**src/rtl/bsram_pkg.sv**
```systemverilog
package bsram_pkg;

  // cycle classification made by the decoder
  typedef enum logic [1:0] {
    CYC_DESEL = 2'd0,
    CYC_LOAD  = 2'd1,
    CYC_NEXT  = 2'd2,
    CYC_HOLD  = 2'd3
  } cyc_t;

  // combined secondary select
  function automatic logic chip_sel(input logic hi, input logic lo_n);
    return hi & ~lo_n;
  endfunction

endpackage

```
**src/rtl/bsram_decode.sv**
```systemverilog
module bsram_decode
  import bsram_pkg::*;
(
  input  logic ce_pri_n,
  input  logic ce_hi,
  input  logic ce_lo_n,
  input  logic strobe_cpu_n,
  input  logic strobe_ctl_n,
  input  logic advance_n,
  input  logic write_n,
  output cyc_t kind,
  output logic wr
);

  logic sel;
  logic cpu_live;

  always_comb begin
    sel      = chip_sel(ce_hi, ce_lo_n);
    cpu_live = ~ce_pri_n & ~strobe_cpu_n;
    kind     = CYC_HOLD;
    wr       = ~write_n;
    if (ce_pri_n && !strobe_ctl_n) begin
      kind = CYC_DESEL;
      wr   = 1'b0;
    end else if (!ce_pri_n && !sel && (!strobe_cpu_n || !strobe_ctl_n)) begin
      kind = CYC_DESEL;
      wr   = 1'b0;
    end else if (cpu_live) begin
      kind = CYC_LOAD;
      wr   = 1'b0;
    end else if (!strobe_ctl_n) begin
      kind = CYC_LOAD;
    end else if (!advance_n) begin
      kind = CYC_NEXT;
    end else begin
      kind = CYC_HOLD;
    end
  end

endmodule

```
**src/rtl/bsram_burst_addr.sv**
```systemverilog
module bsram_burst_addr
  import bsram_pkg::*;
#(
  parameter int AW = 6,
  parameter int BB = 2
) (
  input  logic          clk,
  input  logic          rst_n,
  input  cyc_t          kind,
  input  logic [AW-1:0] ext_addr,
  output logic [AW-1:0] acc_addr,
  output logic          acc_en,
  output logic          burst_on,
  output logic [AW-1:0] cur_addr
);

  // linear wrap inside a 2**BB beat block
  function automatic logic [AW-1:0] step_addr(input logic [AW-1:0] a);
    logic [AW-1:0] r;
    r          = a;
    r[BB-1:0]  = a[BB-1:0] + BB'(1);
    return r;
  endfunction

  always_comb begin
    unique case (kind)
      CYC_LOAD: begin acc_addr = ext_addr;            acc_en = 1'b1;     end
      CYC_NEXT: begin acc_addr = step_addr(cur_addr); acc_en = burst_on; end
      CYC_HOLD: begin acc_addr = cur_addr;            acc_en = burst_on; end
      default:  begin acc_addr = cur_addr;            acc_en = 1'b0;     end
    endcase
  end

  always_ff @(posedge clk or negedge rst_n) begin
    if (!rst_n) begin
      burst_on <= 1'b0;
      cur_addr <= '0;
    end else begin
      if (kind == CYC_DESEL) burst_on <= 1'b0;
      else if (kind == CYC_LOAD) burst_on <= 1'b1;
      if (acc_en) cur_addr <= acc_addr;
    end
  end

endmodule

```
**src/rtl/bsram_array.sv**
```systemverilog
module bsram_array #(
  parameter int AW = 6,
  parameter int DW = 16
) (
  input  logic          clk,
  input  logic          acc_en,
  input  logic          wr,
  input  logic [AW-1:0] addr,
  input  logic [DW-1:0] wdata,
  output logic [DW-1:0] rd_q
);

  localparam int DEPTH = 1 << AW;

  logic [DW-1:0] mem [DEPTH];

  always_ff @(posedge clk) begin
    if (acc_en && wr)  mem[addr] <= wdata;
    if (acc_en && !wr) rd_q      <= mem[addr];
  end

endmodule

```
**src/rtl/burst_sram_ctl.sv**
```systemverilog
module burst_sram_ctl
  import bsram_pkg::*;
#(
  parameter int AW = 6,
  parameter int DW = 16,
  parameter int BB = 2
) (
  input  logic          clk,
  input  logic          rst_n,
  input  logic          ce_pri_n,
  input  logic          ce_hi,
  input  logic          ce_lo_n,
  input  logic          strobe_cpu_n,
  input  logic          strobe_ctl_n,
  input  logic          advance_n,
  input  logic          write_n,
  input  logic [AW-1:0] addr,
  input  logic [DW-1:0] wdata,
  input  logic          out_en_n,
  output logic [DW-1:0] dq_out,
  output logic          dq_drive
);

  cyc_t          kind;
  logic          wr;
  logic [AW-1:0] acc_addr;
  logic          acc_en;
  logic          burst_on;
  logic [AW-1:0] cur_addr;
  logic          rd_valid;

  bsram_decode u_dec (
    .ce_pri_n     (ce_pri_n),
    .ce_hi        (ce_hi),
    .ce_lo_n      (ce_lo_n),
    .strobe_cpu_n (strobe_cpu_n),
    .strobe_ctl_n (strobe_ctl_n),
    .advance_n    (advance_n),
    .write_n      (write_n),
    .kind         (kind),
    .wr           (wr)
  );

  bsram_burst_addr #(.AW(AW), .BB(BB)) u_addr (
    .clk      (clk),
    .rst_n    (rst_n),
    .kind     (kind),
    .ext_addr (addr),
    .acc_addr (acc_addr),
    .acc_en   (acc_en),
    .burst_on (burst_on),
    .cur_addr (cur_addr)
  );

  bsram_array #(.AW(AW), .DW(DW)) u_mem (
    .clk    (clk),
    .acc_en (acc_en),
    .wr     (wr),
    .addr   (acc_addr),
    .wdata  (wdata),
    .rd_q   (dq_out)
  );

  // read data presented after the sampling edge
  always_ff @(posedge clk or negedge rst_n) begin
    if (!rst_n) rd_valid <= 1'b0;
    else        rd_valid <= acc_en & ~wr;
  end

  // asynchronous output gating
  assign dq_drive = rd_valid & ~out_en_n;

endmodule

```
**config.mk**
```make
export PLATFORM = sky130hd
export DESIGN_NAME = burst_sram_ctl
export DESIGN_NICKNAME = d
export VERILOG_FILES = /design/src/rtl/bsram_pkg.sv /design/src/rtl/bsram_decode.sv /design/src/rtl/bsram_burst_addr.sv /design/src/rtl/bsram_array.sv /design/src/rtl/burst_sram_ctl.sv
export SDC_FILE = /design/constraint.sdc
export NUM_CORES = 1
export LEC_CHECK = 0
export ABC_AREA = 1
export BUFFER_PORTS_ARGS = -buffer_cell sky130_fd_sc_hd__buf_2
export CORE_MARGIN = 3
export CORE_UTILIZATION = 30
export DETAILED_ROUTE_END_ITERATION = 10
export HOLD_SLACK_MARGIN = 0.03
export SKIP_CTS_REPAIR_TIMING = 1
export SYNTH_ARGS = -nofsm -noshare
export SYNTH_HDL_FRONTEND = slang
export SYNTH_SLANG_ARGS = --single-unit
```
**constraint.sdc**
```tcl
create_clock -name clk -period 3 [get_ports clk]
set_clock_uncertainty 0.2 [all_clocks]
set_input_delay 0.3 -clock clk [delete_from_list [all_inputs] [get_ports clk]]
set_output_delay 0.3 -clock clk [all_outputs]
set_load 0.01 [all_outputs]
```
==> metrics <==
CTS H-tree lvls=3; switching share of power=about 30%; Final Hold Fails=0; worst-path maximum fanout=13; die width=385 microns; Reg2Reg Depth=14; Leakage=21.2 nW; Synth cell types=23; pwr/cell area=712 mW/mm^2; status=completed; Hold Path Cell Cnt=6; startpoint of the worst register-to-register path=u_addr.cur_addr[0]; total congestion overflow=0; worst slew pin tran=0.934 ns; Synth-to-Final Area Change=23.3%; Syn Inst Count=3,956; most frequent cells in the layout=nand2_1 (2,181), edfxtp_1 (1,040), buf_4 (215), nand3_1 (193), buf_12 (117); CTS Buf Count=106; clock slew at reported path FFs=0.06 ns; Reg power frac=43.2%; via count=just under 30,000; WL final=130,000 microns; Ports=49; synthesized cell area=0.0431 sq mm; die area=~0.15 sq mm; MaxCap Viol Count=0; hold path start=addr[3]; Min-Delay Path Class=in -> reg; GRT Overall Usage=between 10% and 20%; sequential share of the synthesized area=72.8%; Residual DRC=0; crit path time final=2.92 ns; syn avg cell area=10.9 sq um; share of cells above drive strength 1=between 10% and 20%; critical path startpoint=strobe_cpu_n; max_slew headroom=37.8%; clk buf depth=3; vias per cell=about 4.8; internal power=0.0263 W; wire per inst=20.9 microns; syn_nets=3,991; largest net degree at the start of global routing=97; Syn. warnings=0; Comb pwr share=23.9%; setup tns final=0 ns; routability congestion estimate=0.879; Clk network pwr share=between 30% and 40%; non-filler cells, final=6,251; initial core utilization=30.4%; VDD IR max=~0.00051 V; Skew-Pair Late Insertion Delay=0.70 ns; Num Clock Sinks=1,048; 1st-iter DRT viols=3,571; Post-DP HPWL=just over 80,000 microns; fin. max-slew vios=0; CTS tree=yes; die height=385 microns; Crit path arrival time=roughly 3.2 ns; DRT Pass-1 Iters=5; Final setup violation count=0; RSZ-0062 raised after global routing=yes; critical path type=in -> reg; Setup crit end kind=flop; Antenna Nets Post-Route=0; Inst Count DP=just over 6,000; startpoint types=primary input; core area=0.142 sq mm; first-pass GRT wire length=186,000 microns; initial antenna violation count=11; nets=4,314; fin crit share=between 90% and 100%; port bufs=48; commonest non-fill, non-tap cell in the layout=nand2_1; clock root buffer=clkbuf_16; vias in the first global route=27,902; P_sw=0.0116 W; # rows=138; Peak Freq=around 340 MHz; Power Total=0.0379 W; Synth Register Bits=1,048; worst endpoint required time=3.24 ns
## worst max-delay path, cell delays in order
cell	delay, ns
buf_2	0.12
nor2_4	0.12
inv_2	0.05
nand2_4	0.06
o31a_1	0.21
inv_2	0.07
o21ai_2	0.08
inv_2	0.06
ha_4	0.31
inv_2	0.07
nand2_1	0.09
nand3_1	0.13
nand3_4	0.12
nor2_4	0.05
buf_12	0.15
buf_4	0.13
buf_4	0.20
nand2_1	0.10
nand2_2	0.11
o21ai_4	0.21
nand2_1	0.11
nor2_4	0.21
nand2_1	0.08
## stage by stage
step                      cell area [sq um]  setup slack [ns]  hold slack [ns]  utilization, %
after CTS                             52300            -0.351           -0.753            36.8
final                                 53200            0.0786           0.0223            37.5
after detailed placement              49100             -1.07         -0.00458            34.6
after global routing                  53200            -0.112           0.0316            37.4
after global placement                49100             -1.14         -0.00440            34.6
after floorplan                       43400            -0.526           -0.196               -
## layout make-up
class / count / area (sq um)
multi-input cells: 2681 / 11300
clock inverters: 55 / 435
fillers: 13702 / 88900
clock buffers: 131 / 2770
well taps: 1890 / 2360
flip-flops and latches: 1048 / 31400
inverters: 28 / 145
diodes: 4 / 10.0
repair buffers: 414 / 4760
## path summary, 6_finish.rpt
path,to,slack [ns]
worst max-delay path,u_mem.rd_q[15],0.08
worst min-delay path,u_addr.cur_addr[3],0.02
worst max register to register,u_mem.rd_q[7],0.19
worst min register to register,u_addr.cur_addr[4],0.28
max in group asynchronous,u_addr.cur_addr[1],1.73
min in group asynchronous,rd_valid,0.47
## registers in the layout (all words and copies together), names as in the netlist
| name | flops |
|---|---|
| u_mem.mem | 1024 |
| u_mem.rd_q | 16 |
| u_addr.cur_addr | 6 |
| rd_valid | 1 |
| u_addr.burst_on | 1 |
## power groups by stage
stage	Combinational [W]	Sequential (W)	Clock (W)
2_1_floorplan	0.00443	0.0166	0
3_3_place_gp	0.00825	0.0167	0
3_5_place_dp	0.00827	0.0167	0
4_1_cts	0.00830	0.0164	0.0126
5_1_grt	0.00984	0.0164	0.0132
6_report	0.00906	0.0164	0.0125
## layer usage
metal | vias up | track usage [%] | wire (microns)
li1 | 13864 | - | -
met5 | - | 0 | 0
met3 | 204 | 3.54 | 11500
met2 | 1273 | 26.2 | 59800
met4 | 0 | 6.02 | 4200
met1 | 14392 | 23.5 | 55000
## cell families after synthesis
logic type	share of synthesized area, %
AOI/OAI and AO/OA	1.73
and+or+nand+nor	23.0
adders and majority gates	0.0870
buffers and inverters	2.30
DFF	72.8
## cells in the mapped netlist
| cell type | number | share of area [%] |
|---|---|---|
| ha_1 | 3 | 0.087 |
| o21ai_0 | 27 | 0.31 |
| inv_2 | 12 | 0.10 |
| o21ai_1 | 109 | 1.3 |
| nand3_1 | 194 | 2.3 |
| nor3_2 | 1 | 0.023 |
| o21ai_4 | 3 | 0.11 |
| inv_4 | 2 | 0.029 |
| nand3_2 | 9 | 0.21 |
| dfrtp_1 | 8 | 0.46 |
| buf_2 | 100 | 1.2 |
| inv_1 | 14 | 0.12 |
| nand2_1 | 2212 | 19 |
| nor2_1 | 108 | 0.94 |
| buf_4 | 3 | 0.052 |
| buf_1 | 12 | 0.10 |
| nor2_2 | 4 | 0.058 |
| o21ai_2 | 1 | 0.020 |
| clkbuf_1 | 84 | 0.73 |
| o31a_1 | 1 | 0.020 |
| nor3_4 | 8 | 0.30 |
| edfxtp_1 | 1040 | 72 |
| nand2_2 | 1 | 0.015 |
Note: power is estimated with default switching activity, not from simulation.
